`src/rtl/pmx_pkg.sv`:
```
package pmx_pkg;
  localparam int DW        = 32;
  localparam int NCTRL     = 4;
  localparam int NREG      = NCTRL + 1;
  localparam int STRAP_IDX = NCTRL;
  localparam int NPADS     = 7;
  localparam int NLVL      = 5;
  localparam int NTERM     = 3;
  localparam int NDESC     = 3;
  localparam int LW        = $clog2(NLVL + 1);

  typedef struct packed {
    logic          used;
    logic [2:0]    src;
    logic [DW-1:0] mask;
    logic [DW-1:0] val;
  } desc_t;

  function automatic desc_t fld(int src, logic [DW-1:0] mask, logic [DW-1:0] val);
    desc_t r;
    r.used = 1'b1;
    r.src  = 3'(src);
    r.mask = mask;
    r.val  = val;
    return r;
  endfunction

  function automatic desc_t one_bit(int src, int b, int v);
    return fld(src, DW'(1) << b, DW'(v));
  endfunction

  function automatic int mask_lsb(logic [DW-1:0] m);
    int r = 0;
    for (int i = DW - 1; i >= 0; i--) if (m[i]) r = i;
    return r;
  endfunction

  // Condition table: pad, level, term, descriptor slot.
  function automatic desc_t lookup(int pad, int lvl, int term, int d);
    desc_t r = '0;
    case (pad * 1000 + lvl * 100 + term * 10 + d)
      0000: r = one_bit(0, 0, 1);
      1000: r = one_bit(2, 22, 1);
      1100: r = one_bit(0, 4, 1);
      2000: r = one_bit(0, 12, 1);
      2010: r = one_bit(STRAP_IDX, 14, 1);
      3000: r = one_bit(1, 3, 1);
      3001: r = one_bit(0, 15, 1);
      3002: r = one_bit(2, 31, 0);
      3100: r = one_bit(1, 3, 1);
      3101: r = one_bit(0, 15, 1);
      3102: r = one_bit(2, 31, 1);
      4000: r = fld(2, 32'h30, 32'd1);
      4001: r = one_bit(3, 17, 1);
      4010: r = fld(2, 32'h30, 32'd2);
      4011: r = one_bit(3, 17, 1);
      4020: r = fld(2, 32'h30, 32'd3);
      4021: r = one_bit(3, 17, 1);
      4100: r = one_bit(3, 17, 1);
      5000: r = fld(2, 32'h30, 32'd3);
      5001: r = one_bit(3, 22, 1);
      5100: r = one_bit(3, 22, 1);
      6000: r = one_bit(1, 0, 1);
      6100: r = one_bit(STRAP_IDX, 6, 0);
      6200: r = one_bit(1, 1, 1);
      6400: r = fld(1, 32'h600, 32'd1);
      default: r = '0;
    endcase
    return r;
  endfunction
endpackage

```
`src/rtl/pmx_regfile.sv`:
```
module pmx_regfile
  import pmx_pkg::*;
#(
  parameter int N_CTRL = NCTRL,
  parameter int AW     = 3
) (
  input  logic                     clk,
  input  logic                     rst_n,
  input  logic [DW-1:0]            strap_i,
  input  logic                     wr_en_i,
  input  logic [AW-1:0]            addr_i,
  input  logic [DW-1:0]            wdata_i,
  output logic [DW-1:0]            rdata_o,
  output logic [(N_CTRL+1)*DW-1:0] bank_o
);
  localparam int NR = N_CTRL + 1;

  logic [DW-1:0] ctrl_q [N_CTRL];
  logic [DW-1:0] strap_q;

  for (genvar i = 0; i < N_CTRL; i++) begin : g_ctrl
    always_ff @(posedge clk) begin
      if (!rst_n)
        ctrl_q[i] <= '0;
      else if (wr_en_i && int'(addr_i) == i)
        ctrl_q[i] <= wdata_i;
    end
    assign bank_o[i*DW +: DW] = ctrl_q[i];
  end

  always_ff @(posedge clk) begin
    if (!rst_n) strap_q <= strap_i;
  end
  assign bank_o[N_CTRL*DW +: DW] = strap_q;

  always_comb begin
    rdata_o = '0;
    if (int'(addr_i) < NR) rdata_o = bank_o[int'(addr_i)*DW +: DW];
  end

  a_r2_write_lands: assert property (@(posedge clk) disable iff (!rst_n)
    (wr_en_i && int'(addr_i) < N_CTRL) |=> (bank_o[$past(int'(addr_i))*DW +: DW] == $past(wdata_i)));

  a_r3_strap_frozen: assert property (@(posedge clk) disable iff (!rst_n)
    wr_en_i |=> $stable(strap_q));
endmodule

```
`src/rtl/pmx_level_eval.sv`:
```
module pmx_level_eval
  import pmx_pkg::*;
#(
  parameter int PAD = 0,
  parameter int LVL = 0
) (
  input  logic [NREG*DW-1:0] bank_i,
  output logic               hit_o
);
  logic [NTERM-1:0] term_ok;

  for (genvar t = 0; t < NTERM; t++) begin : g_term
    logic [NDESC-1:0] cmp;
    logic [NDESC-1:0] used;
    for (genvar d = 0; d < NDESC; d++) begin : g_desc
      localparam desc_t D   = lookup(PAD, LVL, t, d);
      localparam int    SH  = mask_lsb(D.mask);
      localparam int    SRC = int'(D.src);
      assign used[d] = D.used;
      if (D.used) begin : g_on
        assign cmp[d] = (((bank_i[SRC*DW +: DW] & D.mask) >> SH) == D.val);
      end else begin : g_off
        assign cmp[d] = 1'b1;
      end
    end
    assign term_ok[t] = (|used) & (&cmp);
  end

  assign hit_o = |term_ok;
endmodule

```
`src/rtl/pmx_pad_resolve.sv`:
```
module pmx_pad_resolve
  import pmx_pkg::*;
#(
  parameter int PAD = 0
) (
  input  logic                 clk,
  input  logic                 rst_n,
  input  logic [NREG*DW-1:0]   bank_i,
  input  logic [NLVL:0]        cand_o_i,
  input  logic [NLVL:0]        cand_oe_i,
  output logic [NLVL:0]        sel_o,
  output logic [LW-1:0]        lvl_o,
  output logic                 pad_o,
  output logic                 pad_oe_o
);
  logic [NLVL-1:0] hit;

  for (genvar l = 0; l < NLVL; l++) begin : g_lvl
    pmx_level_eval #(.PAD(PAD), .LVL(l)) i_eval (
      .bank_i (bank_i),
      .hit_o  (hit[l])
    );
  end

  always_comb begin
    sel_o       = '0;
    sel_o[NLVL] = 1'b1;
    lvl_o       = LW'(NLVL);
    for (int l = NLVL - 1; l >= 0; l--) begin
      if (hit[l]) begin
        sel_o    = '0;
        sel_o[l] = 1'b1;
        lvl_o    = LW'(l);
      end
    end
  end

  assign pad_o    = |(sel_o & cand_o_i);
  assign pad_oe_o = |(sel_o & cand_oe_i);

  a_r4_sel_onehot: assert property (@(posedge clk) disable iff (!rst_n)
    $countones(sel_o) == 1);
  a_r4_top_level_wins: assert property (@(posedge clk) disable iff (!rst_n)
    hit[0] |-> sel_o[0]);
  a_r4_fallback_only_idle: assert property (@(posedge clk) disable iff (!rst_n)
    sel_o[NLVL] |-> (hit == '0));
endmodule

```
`src/rtl/pinmux_prio_resolver.sv`:
```
module pinmux_prio_resolver
  import pmx_pkg::*;
#(
  parameter int N_PADS = NPADS,
  parameter int AW     = 3,
  localparam int NC    = N_PADS * (NLVL + 1)
) (
  input  logic               clk,
  input  logic               rst_n,
  input  logic [DW-1:0]      strap_i,
  input  logic               wr_en_i,
  input  logic [AW-1:0]      addr_i,
  input  logic [DW-1:0]      wdata_i,
  output logic [DW-1:0]      rdata_o,
  input  logic [NC-1:0]      cand_o_i,
  input  logic [NC-1:0]      cand_oe_i,
  output logic [NC-1:0]      pad_sel_o,
  output logic [N_PADS*LW-1:0] pad_lvl_o,
  output logic [N_PADS-1:0]  pad_o,
  output logic [N_PADS-1:0]  pad_oe_o
);
  logic [NREG*DW-1:0] bank;

  pmx_regfile #(.N_CTRL(NCTRL), .AW(AW)) i_regs (
    .clk     (clk),
    .rst_n   (rst_n),
    .strap_i (strap_i),
    .wr_en_i (wr_en_i),
    .addr_i  (addr_i),
    .wdata_i (wdata_i),
    .rdata_o (rdata_o),
    .bank_o  (bank)
  );

  for (genvar p = 0; p < N_PADS; p++) begin : g_pad
    pmx_pad_resolve #(.PAD(p)) i_pad (
      .clk       (clk),
      .rst_n     (rst_n),
      .bank_i    (bank),
      .cand_o_i  (cand_o_i[p*(NLVL+1) +: NLVL+1]),
      .cand_oe_i (cand_oe_i[p*(NLVL+1) +: NLVL+1]),
      .sel_o     (pad_sel_o[p*(NLVL+1) +: NLVL+1]),
      .lvl_o     (pad_lvl_o[p*LW +: LW]),
      .pad_o     (pad_o[p]),
      .pad_oe_o  (pad_oe_o[p])
    );
  end
endmodule

```
`config.mk`:
```
export PLATFORM = sky130hd
export DESIGN_NAME = pinmux_prio_resolver
export DESIGN_NICKNAME = d
export VERILOG_FILES = /design/src/rtl/pmx_pkg.sv /design/src/rtl/pmx_regfile.sv /design/src/rtl/pmx_level_eval.sv /design/src/rtl/pmx_pad_resolve.sv /design/src/rtl/pinmux_prio_resolver.sv
export SDC_FILE = /design/constraint.sdc
export NUM_CORES = 1
export LEC_CHECK = 0
export ABC_AREA = 1
export BUFFER_PORTS_ARGS = -buffer_cell sky130_fd_sc_hd__buf_4
export CAP_MARGIN = 30
export CORE_MARGIN = 2
export CORE_UTILIZATION = 55
export CTS_CLUSTER_SIZE = 14
export DETAILED_ROUTE_END_ITERATION = 8
export GPL_TIMING_DRIVEN = 0
export PLACE_DENSITY = 0.86
export SLEW_MARGIN = 20
export SYNTH_ARGS = -nofsm -noshare
export SYNTH_HDL_FRONTEND = slang
export SYNTH_SLANG_ARGS = --single-unit
```
`constraint.sdc`:
```
create_clock -name clk -period 3.97 [get_ports clk]
set_clock_uncertainty 0.05 [all_clocks]
set_input_delay 1.191 -clock clk [delete_from_list [all_inputs] [get_ports clk]]
set_output_delay 1.191 -clock clk [all_outputs]
set_load 0.005 [all_outputs]
```
-- Word-level counts from Yosys, hierarchy flattened
Memories as Yosys holds them, arrays and structs flattened.
Cells that the tools add are included.
- register bits: 32
- latch bits: 0
- memory bits (writable): 128
- bits in read-only memories: 0
- output and inout bits: 109
- logic and storage cells: 104
- memories: 1
- $add $sub $neg: 0
- multipliers: 0
- div/mod/pow operators: 0
- magnitude comparators: 1
- eq/ne operators: 7
- shift-type cells: 1
- mux-type cells: 46
- bitwise gates (word level): 18
- reduce and logical (&&, ||, !) cells: 29
- memories (name ; depth ; width ; read ports ; clocked after memory_dff ; wr ports ; RTL line ; RTL):
    i_regs.ctrl_q ; 4 ; 32 ; 4 ; 0 ; 4 ; pmx_regfile.sv:18 ; logic [DW-1:0] ctrl_q [N_CTRL];
- operators by type and width (operator ; number):
    $mux W32 ; 5
    $shiftx A160 B9 Y32 ; 1
    $and A6 B6 Y6 ; 14
    $mux W6 ; 14
    $reduce_or A6 Y1 ; 14
    $logic_not A32 Y1 ; 2
    $mux W3 ; 13
    $mux W1 ; 14
    $reduce_and A2 Y1 ; 4
    $eq A3 B3 Y1 const B ; 2
    $reduce_and A3 Y1 ; 2
    $eq A2 B1 Y1 const B ; 2
    $eq A2 B2 Y1 const B ; 2
    $logic_and A1 B1 Y1 ; 4
    $or A1 B1 Y1 ; 4
    $eq A3 B2 Y1 const B ; 1
    $logic_not A3 Y1 ; 1
    $lt A3 B3 Y1 const B ; 1
    $reduce_or A3 Y1 ; 1
    $reduce_or A2 Y1 ; 1

-- Depth between registers and ports, before layout
Gate-level depths: netlist (run 1).
An unclocked memory read counts as a cell.
- depth in word-level cells: 8
- gate-level depth with buffers: 8
- mapped depth without buffers: 6

-- Hierarchy
From an unflattened synthesis (run 1), not the netlist that was laid out.
- cell total of the unflattened synthesis: 1011
- area, all modules: 8919.8 um^2
- modules (own cells, without submodules) (module ; times used ; cells an instance ; area each (um^2) ; seq. area each (um^2)):
    pmx_regfile ; 1 ; 644 ; 7181.9 ; 4804.6
    pmx_pad_resolve ; 7 ; 43 ; 196.4 ; 0.0
    pmx_level_eval at g_pad[0].i_pad.g_lvl[1].i_eval ... ; 21 ; 2 ; 11.3 ; 0.0
    pmx_level_eval at g_pad[0].i_pad.g_lvl[0].i_eval ... ; 7 ; 1 ; 7.5 ; 0.0
    pmx_level_eval at g_pad[3].i_pad.g_lvl[1].i_eval ... ; 2 ; 3 ; 13.8 ; 0.0
    pmx_level_eval at g_pad[2].i_pad.g_lvl[0].i_eval ... ; 2 ; 3 ; 11.3 ; 0.0
    pmx_level_eval at g_pad[3].i_pad.g_lvl[0].i_eval ... ; 2 ; 2 ; 10.0 ; 0.0
    pmx_level_eval at g_pad[6].i_pad.g_lvl[1].i_eval ; 1 ; 1 ; 3.8 ; 0.0

-- Worst setup path before layout (run 1)
No wires, ideal clock.
- kind: input to output
- from: input port addr_i[1]
- to: output port rdata_o[22]
- arrival time: 1.925 ns
- required time: 2.729 ns
- slack: 0.804 ns
- stages: 8
- buffers on the path: 2
- cell sequence: buf_6 -> inv_4 -> nor2_8 -> buf_4 -> nand2_1 -> nand3_1 -> nand2_1 -> nand2_1
- word-level cells in the longest chain between the ends: 2
- ends and longest elaborated chain (element ; RTL line ; RTL):
    start: declaration ; pinmux_prio_resolver.sv:12 ; input logic [AW-1:0] addr_i,
    $shiftx A160 B9 Y32 / $lt A3 B3 Y1 (equally long branches) ; pmx_regfile.sv:38 ; if (int'(addr_i) < NR) rdata_o = bank_o[int'(addr_i)*DW +: DW];
    $mux W32 * ; pmx_regfile.sv:38 ;
    end: declaration ; pinmux_prio_resolver.sv:14 ; output logic [DW-1:0] rdata_o,
Mark *: on every way between the ends. The rest lies on a longest branch, timed or not.

-- Worst setup path after layout (run 1)
- from: input port addr_i[2]
- to: output port rdata_o[25]
Same word-level chain as after synthesis.

==> flow_summary.json, run 1 <==
{
  "place_congestion": 0.828,
  "grt-busiest-layer": "met2",
  "max_slew_margin_pct": 42.4,
  "finalHoldViolCount": 0,
  "syn_inst": 799,
  "worst_pin_slew_ns": 0.862,
  "critPathKind": "input pin to output pin",
  "n_antenna_cell": 0,
  "cts_resized": 0,
  "clock_path_buffers": 2,
  "power.leakage_uw": 0.00478,
  "area_growth_pct": 30.6,
  "dieArea_mm2": 0.0156,
  "tns_ns": 0,
  "dp_hpwl_mm": 15.1,
  "crit_fanout": 10,
  "overflow": 0,
  "period_needed_ns": 3.89,
  "design_area_mm2": 0.0105,
  "status": "finished, final reports clean",
  "io_pins": 263,
  "io_buffers": 190,
  "h-tree-depth": 4,
  "cp_data_arrival_time_ns": 2.65,
  "coreArea_mm2": 0.0144,
  "startpoint_type": "input pin",
  "synth-simple-area-share_pct": 23.0,
  "grt_pass1_vias": 6514,
  "ant_nets": 0,
  "yosysUniqueCellTypes": 24,
  "groute.layer.met2.usage_pct": 49.6,
  "finalMaxSlewViolations": 0,
  "drt-wirelength-per-cell_um": 18.0,
  "clk_pin_slew_ns": 0.07,
  "ir_worst_vdd_v": 0.000372,
  "clkSinkCount": 160,
  "cts_hold_buf": 0,
  "globalRouteMet1Util_pct": 34.2,
  "drt_iter0_drc": 804,
  "synth-xor-area-share_pct": 0,
  "cp-startpoint": "addr_i[2]",
  "viasPerCell": 5.40,
  "cp-end-kind": "output pin",
  "hold_path_end": "i_regs.strap_q[19]$_DFFE_PN_",
  "rsz0062_at_grt": "false",
  "die_w_um": 125,
  "synth_area_mm2": 0.00803,
  "finalSetupViolations": 0,
  "placed_cell_area_mm2": 0.00990,
  "required_ns": 2.73,
  "drc": 0,
  "synth_fa_ha_area_share_pct": 0,
  "rows": 44,
  "synthMuxAreaShare_pct": 0,
  "grt_pass1_wl_mm": 34.0,
  "min_from": "strap_i[19]",
  "hp-class": "input pin to flop",
  "cts_setup_buffers": 0,
  "clockRootBuffer": "clkbuf_16",
  "drtPass1Iterations": 6,
  "min_path_cells": 1,
  "syn_avg_cell_area_um2": 10.0,
  "drive_gt1_share_pct": 32.5,
  "start_util_pct": 55.9,
  "synth_top_family_by_area": "simple AND/OR/NAND/NOR gates",
  "routed_wl_mm": 22.3,
  "vias": 6675,
  "yosysWarnings": 0,
  "cts_tree": "built",
  "p_per_area_mw_per_mm2": 404,
  "cts_buffers": 17,
  "maxCapViolCount": 0,
  "min_period_over_period_pct": 98.0,
  "layout.nets": 1192,
  "antenna_found_initial": 0,
  "die_h_um": 125,
  "yosysSeqAreaShare_pct": 59.9,
  "ys_ff_latch": 160,
  "fmax_ghz": 0.257,
  "grt_max_degree": 33,
  "synth_compound_gate_area_share_pct": 5.05,
  "track_usage_pct": 28.5,
  "use_met3_pct": 6.53
}
## per-stage QoR
| stage | setup WS (ns) | std cells | hold slack (ns) | total power (uW) | util [%] |
|---|---|---|---|---|---|
| 2_1_floorplan | 0.804 | 825 | 1.24 | 2340 | - |
| 3_3_place_gp | 0.265 | 1199 | 1.32 | 2610 | 68.1 |
| 3_5_place_dp | 0.233 | 1203 | 1.32 | 2650 | 68.9 |
| 4_1_cts | 0.192 | 1235 | 0.866 | 4230 | 72.9 |
| 5_1_grt | 0.150 | 1235 | 0.867 | 4360 | 72.9 |
| 6_report | 0.0775 | 1235 | 0.881 | 4230 | 72.9 |
## worst max-delay path by stage
| stage | endpoint | slack, ns | cells after the start |
|---|---|---|---|
| 6_report | rdata_o[25] | 0.08 | 7 |
| 5_1_grt | rdata_o[25] | 0.15 | 7 |
| 4_1_cts | rdata_o[25] | 0.19 | 7 |
| 3_5_place_dp | rdata_o[22] | 0.23 | 7 |
| 3_3_place_gp | rdata_o[22] | 0.26 | 7 |
| 2_1_floorplan | rdata_o[22] | 0.80 | 8 |
## report_power, final
part           internal [uW]  switching [uW]
Clock                    885             722
Combinational            291             307
Sequential              1980            45.2
## critical path, cell delays in order
cell     delay [ns]
buf_4          0.14
inv_2          0.06
buf_2          0.28
buf_1          0.54
nand2_1        0.19
nand2_1        0.12
buf_4          0.12
## state kept, by name (all words and copies together) (netlist names)
signal / flops
i_regs.strap_q: 32
i_regs.ctrl_q: 128
## cells in the mapped netlist (all sizes together)
cell | n | area [um2]
nand4 | 4 | 25.0
nand3 | 113 | 616
o21a | 30 | 225
conb | 1 | 3.75
nand2 | 152 | 571
buf | 95 | 728
clkbuf | 4 | 15.0
o21ai | 30 | 150
inv | 57 | 219
a21oi | 3 | 15.0
o211ai | 2 | 15.0
nor3 | 1 | 5.00
edfxtp | 160 | 4800
nor2 | 147 | 633
## layer usage
layer / routed length [um] / vias up / share of wire [%]
met5: 0 / - / 0
met4: 653 / 0 / 2.9
met2: 11500 / 437 / 52
met1: 8000 / 3109 / 36
met3: 2090 / 57 / 9.4
li1: - / 3072 / -
## cell usage in the layout (no fill, tap or decap), types with 6 or more instances in the layout
cell / n
inv_6: 6
o21ai_1: 6
inv_1: 53
o21ai_0: 24
buf_2: 9
clkbuf_16: 17
buf_6: 14
nor2_1: 133
buf_4: 258
nand3_1: 109
nor2_2: 10
o21a_1: 30
nand2_1: 148
conb_1: 27
edfxtp_1: 160
## logic make-up (layout without fill, tap and decap cells)
logic type,after synthesis,after routing
other cells,1,27
flops,160,160
compound gates,65,65
buf+inv,156,382
simple gates,417,417
## area by class of cell
cell class | instances | area, um2
plain buffers | 99 | 743
fillers | 1003 | 3890
clock buffers | 17 | 425
clock inverters | 15 | 153
multi-input cells | 509 | 2370
inverters | 57 | 219
repair buffers | 194 | 1540
well taps | 184 | 230
flip-flops and latches | 160 | 4800
No activity file was read; power rests on OpenSTA's default activity.
==> inputs of run 2 (changes only) <==
--- a/config.mk
+++ b/config.mk
@@ -14,6 +14,7 @@
 export DETAILED_ROUTE_END_ITERATION = 8
 export GPL_TIMING_DRIVEN = 0
 export PLACE_DENSITY = 0.86
+export SETUP_SLACK_MARGIN = 0.15
 export SLEW_MARGIN = 20
 export SYNTH_ARGS = -nofsm -noshare
 export SYNTH_HDL_FRONTEND = slang
==> run 2 against run 1 <==
  * Core utilization about the same
  * Highest routed layer unchanged
  * Routed wire length decreased by 0.14%
  * Design area about the same
  * Worst setup slack improved by 0.16 ns
  * Non-clock buffer count unchanged
  * Sequential share of layout area about the same
  * Via count increased by 0.19%
  * First-iteration DRC count decreased by 1.5%
  * Combinational power about the same
  * Critical path type unchanged
  * Flip-flop and latch count unchanged
  * Global-route usage unchanged
  * Sequential power about the same
==> flow_summary.json, run 2 (synthesis gave the netlist of run 1 again) <==
{
  "status": "finished, final reports clean",
  "start_util_pct": 55.9,
  "tns_ns": 0,
  "die_w_um": 125,
  "hp-class": "input pin to flop",
  "fmax_ghz": 0.268,
  "clkSinkCount": 160,
  "largest_registers": "i_regs.ctrl_q: 128 flops, i_regs.strap_q: 32 flops",
  "rows": 44,
  "overflow": 0,
  "track_usage_pct": 28.5,
  "ant_nets": 0,
  "cts_hold_buf": 0,
  "coreArea_mm2": 0.0144,
  "cts_tree": "built",
  "io_buffers": 190,
  "min_from": "strap_i[19]",
  "drt-wirelength-per-cell_um": 18.0,
  "placed_cell_area_mm2": 0.00990,
  "critPathKind": "input pin to output pin",
  "crit_fanout": 10,
  "largest_reg_flops": 128,
  "place_congestion": 0.828,
  "cts_setup_buffers": 0,
  "finalMaxSlewViolations": 0,
  "nFillCells": 1003,
  "mostFrequentLayoutCell": "buf_4",
  "vias": 6688,
  "finalHoldViolCount": 0,
  "clock_path_buffers": 2,
  "dp_hpwl_mm": 15.1,
  "routed_wl_mm": 22.2,
  "power.leakage_uw": 0.00478,
  "clockRootBuffer": "clkbuf_16",
  "drive_gt1_share_pct": 32.6,
  "viasPerCell": 5.42,
  "min_period_over_period_pct": 94.1,
  "ir_worst_vdd_v": 0.000374,
  "grt_pass1_vias": 6514,
  "stdcell_count": 1235,
  "h-tree-depth": 4,
  "dieArea_mm2": 0.0156,
  "hold_path_end": "i_regs.strap_q[19]$_DFFE_PN_",
  "cts_resized": 0,
  "die_h_um": 125,
  "cts_buffers": 17,
  "placed_cells": 1203,
  "startpoint_type": "input pin",
  "regMostFlops": "i_regs.ctrl_q",
  "holdWs_ns": 0.878,
  "layout.nets": 1192,
  "design_area_mm2": 0.0105,
  "drt_iter0_drc": 792,
  "grt_pass1_wl_mm": 34.0,
  "antenna_found_initial": 0,
  "io_pins": 263,
  "min_path_cells": 1,
  "rsz0062_at_grt": "false",
  "cp-end-kind": "output pin",
  "cp_data_arrival_time_ns": 2.50,
  "drtPass1Iterations": 5,
  "drc": 0,
  "area_growth_pct": 30.6,
  "required_ns": 2.73,
  "max_slew_margin_pct": 42.3,
  "final_cell_mix": "258 x buf_4, 160 x edfxtp_1, 148 x nand2_1, 133 x nor2_1, 109 x nand3_1",
  "worst_pin_slew_ns": 0.864,
  "finalSetupViolations": 0,
  "clk_pin_slew_ns": 0.07,
  "period_needed_ns": 3.74,
  "n_antenna_cell": 0,
  "grt_max_degree": 33,
  "maxCapViolCount": 0,
  "p_per_area_mw_per_mm2": 404
}
[run 2: cell types whose count changed in the layout (fill, tap and decap cells not counted)]
cell | before | now
clkbuf_2 | 0 | 1
buf_1 | 4 | 3
[run 2: through the flow]
step | setup WS [ns] | utilization [%] | power, uW
floorplan | 0.804 | - | 2340
global placement | 0.265 | 68.1 | 2610
detailed placement | 0.233 | 68.9 | 2650
CTS | 0.192 | 72.9 | 4230
global route | 0.159 | 72.9 | 4360
finish | 0.233 | 72.9 | 4230
[run 2: final cells by class]
type                    count  area [um2]  share of cell area, %
multi-input cells         509        2370                   22.6
plain buffers              99         744                   7.10
clock buffers              17         425                   4.06
flip-flops and latches    160        4800                   45.9
inverters                  57         219                   2.09
clock inverters            15         153                   1.46
well taps                 184         230                   2.20
repair buffers            194        1540                   14.7
[run 2: worst max path at each step]
stage,from,end,cells past startpoint
2_1_floorplan,addr_i[1],rdata_o[22],8
3_3_place_gp,addr_i[2],rdata_o[22],7
3_5_place_dp,addr_i[2],rdata_o[22],7
4_1_cts,addr_i[2],rdata_o[25],7
5_1_grt,addr_i[2],rdata_o[16],7
6_report,addr_i[2],rdata_o[15],7
[run 2: critical path: stages]
cell     delay [ns]
buf_4          0.14
inv_2          0.06
buf_2          0.28
buf_1          0.44
nand2_1        0.11
nand2_1        0.13
buf_4          0.13
[run 2: where the power goes]
group | internal, uW | switching, uW | total (uW)
registers | 1980 | 45.2 | 2020
clock network | 885 | 726 | 1610
logic | 292 | 307 | 598
total | 3160 | 1080 | 4230
[run 2: metal layers]
layer | global-route usage [%] | up-vias | routed length, um
li1 | - | 3071 | -
met5 | 0 | - | 0
met1 | 34.2 | 3105 | 7830
met4 | 11.8 | 0 | 690
met3 | 6.53 | 70 | 2230
met2 | 49.6 | 442 | 11500
